[src/rtl/xcvr_pkg.sv]
package xcvr_pkg;

  // Which buses the block is driving
  typedef enum logic [1:0] {
    DRV_NONE = 2'b00,
    DRV_B    = 2'b01,
    DRV_A    = 2'b10,
    DRV_BOTH = 2'b11
  } drive_mode_e;

  // Enable decoding: the A-to-B enable is active high, the B-to-A enable active low
  function automatic drive_mode_e decode_drive(input logic en_ab, input logic en_ba_n);
    return drive_mode_e'({~en_ba_n, en_ab});
  endfunction

  // Strobe seen high now and low at the previous sample
  function automatic logic rise_of(input logic cur, input logic prev);
    return cur & ~prev;
  endfunction

  // Keeper source choice: 2 = external input, 1 = own output, 0 = keep
  function automatic logic [1:0] keep_src(input logic ext_drv, input logic own_oe);
    if (ext_drv)     return 2'd2;
    else if (own_oe) return 2'd1;
    else             return 2'd0;
  endfunction

endpackage

[src/rtl/xcvr_edge.sv]
module xcvr_edge (
  input  logic clk,
  input  logic rst_n,
  input  logic stb,
  output logic rise
);
  import xcvr_pkg::*;

  logic stb_q;

  always_ff @(posedge clk) begin
    if (!rst_n) stb_q <= 1'b0;
    else        stb_q <= stb;
  end

  assign rise = rise_of(stb, stb_q);
endmodule

[src/rtl/xcvr_keeper.sv]
module xcvr_keeper #(
  parameter int W = 8
) (
  input  logic         clk,
  input  logic         rst_n,
  input  logic         ext_drv,
  input  logic [W-1:0] ext_val,
  input  logic         own_oe,
  input  logic [W-1:0] own_val,
  output logic [W-1:0] hold,
  output logic [W-1:0] bus_view
);
  import xcvr_pkg::*;

  logic [W-1:0] hold_q;
  logic [W-1:0] hold_d;

  always_comb begin
    unique case (keep_src(ext_drv, own_oe))
      2'd2:    hold_d = ext_val;
      2'd1:    hold_d = own_val;
      default: hold_d = hold_q;
    endcase
  end

  always_ff @(posedge clk) begin
    if (!rst_n) hold_q <= '0;
    else        hold_q <= hold_d;
  end

  assign hold     = hold_q;
  // The data paths see the input while it is driven, else the kept value
  assign bus_view = ext_drv ? ext_val : hold_q;
endmodule

[src/rtl/xcvr_path.sv]
module xcvr_path #(
  parameter int W = 8
) (
  input  logic         clk,
  input  logic         rst_n,
  input  logic         cap,
  input  logic         sel_stored,
  input  logic [W-1:0] src,
  output logic [W-1:0] stored,
  output logic [W-1:0] out
);
  logic [W-1:0] reg_q;

  always_ff @(posedge clk) begin
    if (!rst_n)   reg_q <= '0;
    else if (cap) reg_q <= src;
  end

  assign stored = reg_q;
  assign out    = sel_stored ? reg_q : src;
endmodule

[src/rtl/reg_xcvr.sv]
module reg_xcvr #(
  parameter int W = 8
) (
  input  logic         clk,
  input  logic         rst_n,
  input  logic [W-1:0] a_in,
  input  logic         a_drv,
  input  logic [W-1:0] b_in,
  input  logic         b_drv,
  input  logic         stb_ab,
  input  logic         stb_ba,
  input  logic         sel_ab,
  input  logic         sel_ba,
  input  logic         oe_ab,
  input  logic         oe_ba_n,
  output logic [W-1:0] a_out,
  output logic         a_oe,
  output logic [W-1:0] b_out,
  output logic         b_oe,
  output logic [W-1:0] a_hold,
  output logic [W-1:0] b_hold
);
  import xcvr_pkg::*;

  // Named internal events, used by the checker
  logic         ab_cap, ba_cap;
  logic [W-1:0] a_bus, b_bus;
  logic [W-1:0] ab_q, ba_q;
  drive_mode_e  mode;

  assign mode = decode_drive(oe_ab, oe_ba_n);
  assign b_oe = (mode == DRV_B) || (mode == DRV_BOTH);
  assign a_oe = (mode == DRV_A) || (mode == DRV_BOTH);

  xcvr_edge u_edge_ab (.clk(clk), .rst_n(rst_n), .stb(stb_ab), .rise(ab_cap));
  xcvr_edge u_edge_ba (.clk(clk), .rst_n(rst_n), .stb(stb_ba), .rise(ba_cap));

  xcvr_keeper #(.W(W)) u_keep_a (
    .clk(clk), .rst_n(rst_n), .ext_drv(a_drv), .ext_val(a_in),
    .own_oe(a_oe), .own_val(a_out), .hold(a_hold), .bus_view(a_bus)
  );

  xcvr_keeper #(.W(W)) u_keep_b (
    .clk(clk), .rst_n(rst_n), .ext_drv(b_drv), .ext_val(b_in),
    .own_oe(b_oe), .own_val(b_out), .hold(b_hold), .bus_view(b_bus)
  );

  xcvr_path #(.W(W)) u_path_ab (
    .clk(clk), .rst_n(rst_n), .cap(ab_cap), .sel_stored(sel_ab),
    .src(a_bus), .stored(ab_q), .out(b_out)
  );

  xcvr_path #(.W(W)) u_path_ba (
    .clk(clk), .rst_n(rst_n), .cap(ba_cap), .sel_stored(sel_ba),
    .src(b_bus), .stored(ba_q), .out(a_out)
  );
endmodule

[config.mk]
export PLATFORM = sky130hd
export DESIGN_NAME = reg_xcvr
export DESIGN_NICKNAME = d
export VERILOG_FILES = /design/src/rtl/xcvr_pkg.sv /design/src/rtl/xcvr_edge.sv /design/src/rtl/xcvr_keeper.sv /design/src/rtl/xcvr_path.sv /design/src/rtl/reg_xcvr.sv
export SDC_FILE = /design/constraint.sdc
export NUM_CORES = 1
export LEC_CHECK = 0
export BUFFER_PORTS_ARGS = -buffer_cell sky130_fd_sc_hd__buf_2
export CAP_MARGIN = 20
export CORE_MARGIN = 1
export CORE_UTILIZATION = 30
export CTS_CLUSTER_SIZE = 30
export DETAILED_ROUTE_END_ITERATION = 16
export HOLD_SLACK_MARGIN = 0.12
export MAX_ROUTING_LAYER = met4
export PLACE_DENSITY = 0.5
export SYNTH_ARGS = -nofsm -noshare
export SYNTH_HDL_FRONTEND = slang
export SYNTH_SLANG_ARGS = --single-unit
[constraint.sdc]
create_clock -name clk -period 1.6 [get_ports clk]
set_input_delay 0.16 -clock clk [delete_from_list [all_inputs] [get_ports clk]]
set_output_delay 0.16 -clock clk [all_outputs]
set_load 0.05 [all_outputs]
==> flow_metrics.tcl <==
set metrics [dict create \
    htree_levels 2 \
    drv_cap 0 \
    initial_utilization_pct 31.0 \
    drtPass1Iterations 4 \
    synthCells 184 \
    clockBufferDepth 2 \
    syn_nets 210 \
    finalSetupViolations 0 \
    fin_crit_sh_pct 97.8 \
    die_h_um 79.9 \
    critical_path_class "flop to output port" \
    syn2layout_area_growth_pct 27.3 \
    core_area_sq_mm 0.00589 \
    synth_compound_area_share_pct 13.2 \
    rows 28 \
    drc_errors 0 \
    yosysWarnings 0 \
    ios 60 \
    synth_xor_area_share_pct 0 \
    cp-start-kind "flop" \
    wire_per_inst_um 14.7 \
    max-vdd-ir-drop_uv 482 \
    rsz0062_at_grt "true" \
    hp-class "input port to flop" \
    antenna_found_initial 0 \
    netlist_area_sq_mm 0.00182 \
    synth_seq_cells 34 \
    final_antenna_net_count 0 \
    drtIter0Drc 48 \
    finalNonFillerCells 320 \
    period_needed_ps 1570 \
    die-area_sq_mm 0.00639 \
    layout_commonest_cell "buf_2" \
    p_per_area_mw_per_mm2 968 \
    synthMuxAreaShare_pct 30.2 \
    grt-ovfl-total 0 \
    fin_tns_setup_ps 0 \
    syn_avg_cell_area_sq_um 9.90 \
    synth_top_family_by_area "multiplexers" \
    clock_skew_ps 11.0 \
    cp.required_ps 1440 \
    maxSlewViolCount 0 \
    yosysTopAreaCell "dfxtp_1" \
    yosys.area_share.simple_pct 14.6 \
    gp_congestion 0.746 \
    totalWireLength_um 4710 \
    grt_start_max_net_pins 35 \
    drive_above_1_share_pct 43.3 \
    dr_total_vias 1492 \
    mostFrequentLayoutCells "buf_2 (51), dfxtp_1 (34), nor2b_1 (26)" \
    clock_latency_ps 280 \
    leakage_uw 0.00110 \
    arrival_ps 1410 \
    yosys-top-cells-area "dfxtp_1 (37%), mux2_2 (15%), nor2b_1 (8.9%), mux2i_1 (8.8%), o311a_1 (8.8%)" \
    tritoncts "done" \
    outcome "completed" \
    hold_viol 0 \
    grt_first_pass_wirelength_um 7350 \
    path_clk_slew_ps 70 \
    gr-usage-all-layers_pct 16.0 \
    n_antenna_cell 0 \
    numCtsBuffers 5 \
    fp.dieW_um 79.9 \
    drt-vias-per-instance 4.66 \
    cts_root_buf "clkbuf_8" \
    tightestPinTransition_ps 577 \
    ys_seq_area_share_pct 37.4 \
    grt_pass1_vias 1369 \
    crit_path_end_kind "output port" \
    critPathMaxFanout 3 \
    cts.sinks 34 \
    max_freq_ghz 0.639 \
    synth.distinct_cells 14 \
    dp_hpwl_um 3510 \
    synth_top_area_share_pct 37.4 \
    slew_headroom_pct 61.5 \
    io_buffers 59 \
    synth_fa_ha_area_share_pct 0 \
    final_net_count 270 \
    dpl.cell_count 310 \
]
==> where the power goes <==
part	total [uW]	leakage (uW)	switching, uW	internal [uW]
Sequential	932	0.000280	31.2	901
Clock	627	0.0000452	320	307
Combinational	687	0.000776	444	244
==> worst max-delay path: stages, from the launching register on <==
cell     delay, ps
dfxtp_1        330
mux2_2         300
mux2_2         280
buf_2          210
==> metrics by stage <==
step	util, %	total power [uW]	worst slack [ps]	hold slack [ps]	instance area, sq um
floorplan	-	1460	-22.5	282	1820
global placement	37.3	1630	-3.46	378	2190
detailed placement	37.3	1630	-9.17	383	2190
CTS	39.1	2270	6.87	241	2300
global route	39.4	2360	-20.4	246	2320
finish	39.4	2250	34.9	248	2320
==> worst paths after layout <==
| check | startpoint | endpoint | slack (ps) | depth (start not counted) |
|---|---|---|---|---|
| max reg2reg | u_keep_b.hold[6] | u_keep_a.hold[6] | 280 | 3 |
| min | b_in[2] | u_keep_b.hold[2] | 250 | 4 |
| max | u_keep_b.hold[5] | a_out[5] | 30 | 3 |
| min reg2reg | u_path_ab.stored[2] | u_path_ab.stored[2] | 510 | 2 |
==> final cells by class <==
type                    count  area [sq um]
fillers                   639          3570
repair buffers             69           395
multi-input cells         132          1060
well taps                  75          93.8
inverters                   2          7.51
clock inverters             2          13.8
clock buffers               6          72.6
flip-flops and latches     34           681
==> flip-flops by register name, summed over array words and instances, names as in the netlist <==
| name | count |
|---|---|
| u_edge_ab.stb_q | 1 |
| u_path_ab.stored | 8 |
| u_path_ba.stored | 8 |
| u_edge_ba.stb_q | 1 |
| u_keep_a.hold | 8 |
| u_keep_b.hold | 8 |
==> synthesized netlist by cell type, drive strengths merged <==
| cell | count |
|---|---|
| dfxtp | 34 |
| mux2 | 32 |
| nor2b | 26 |
| mux2i | 16 |
| nand2 | 16 |
| o21ai | 16 |
| o311a | 16 |
| clkbuf | 12 |
| nor2 | 8 |
| buf | 4 |
| and2 | 2 |
| inv | 2 |
==> metal layers <==
metal	track usage, %	part of all wire (%)
met5	-	0
met4	4.29	0.89
met3	4.23	4.8
met2	24.0	44
met1	21.2	50
==> logic make-up after synthesis <==
kind of cell           count (synthesis)
AOI/OAI and AO/OA                     32
muxes                                 48
buffers and inverters                 18
and+or+nand+nor                       52
DFF                                   34
==> what timing repair did <==
item / 4_1_cts / 5_1_grt
hold buffers: 2 / 0
endpoints found under the hold margin: 2 / 0
buffers inserted: 0 / 0
setup endpoints to repair: 0 / 10
gates resized for setup: 0 / 14
Power figures use the tool's default switching activity.
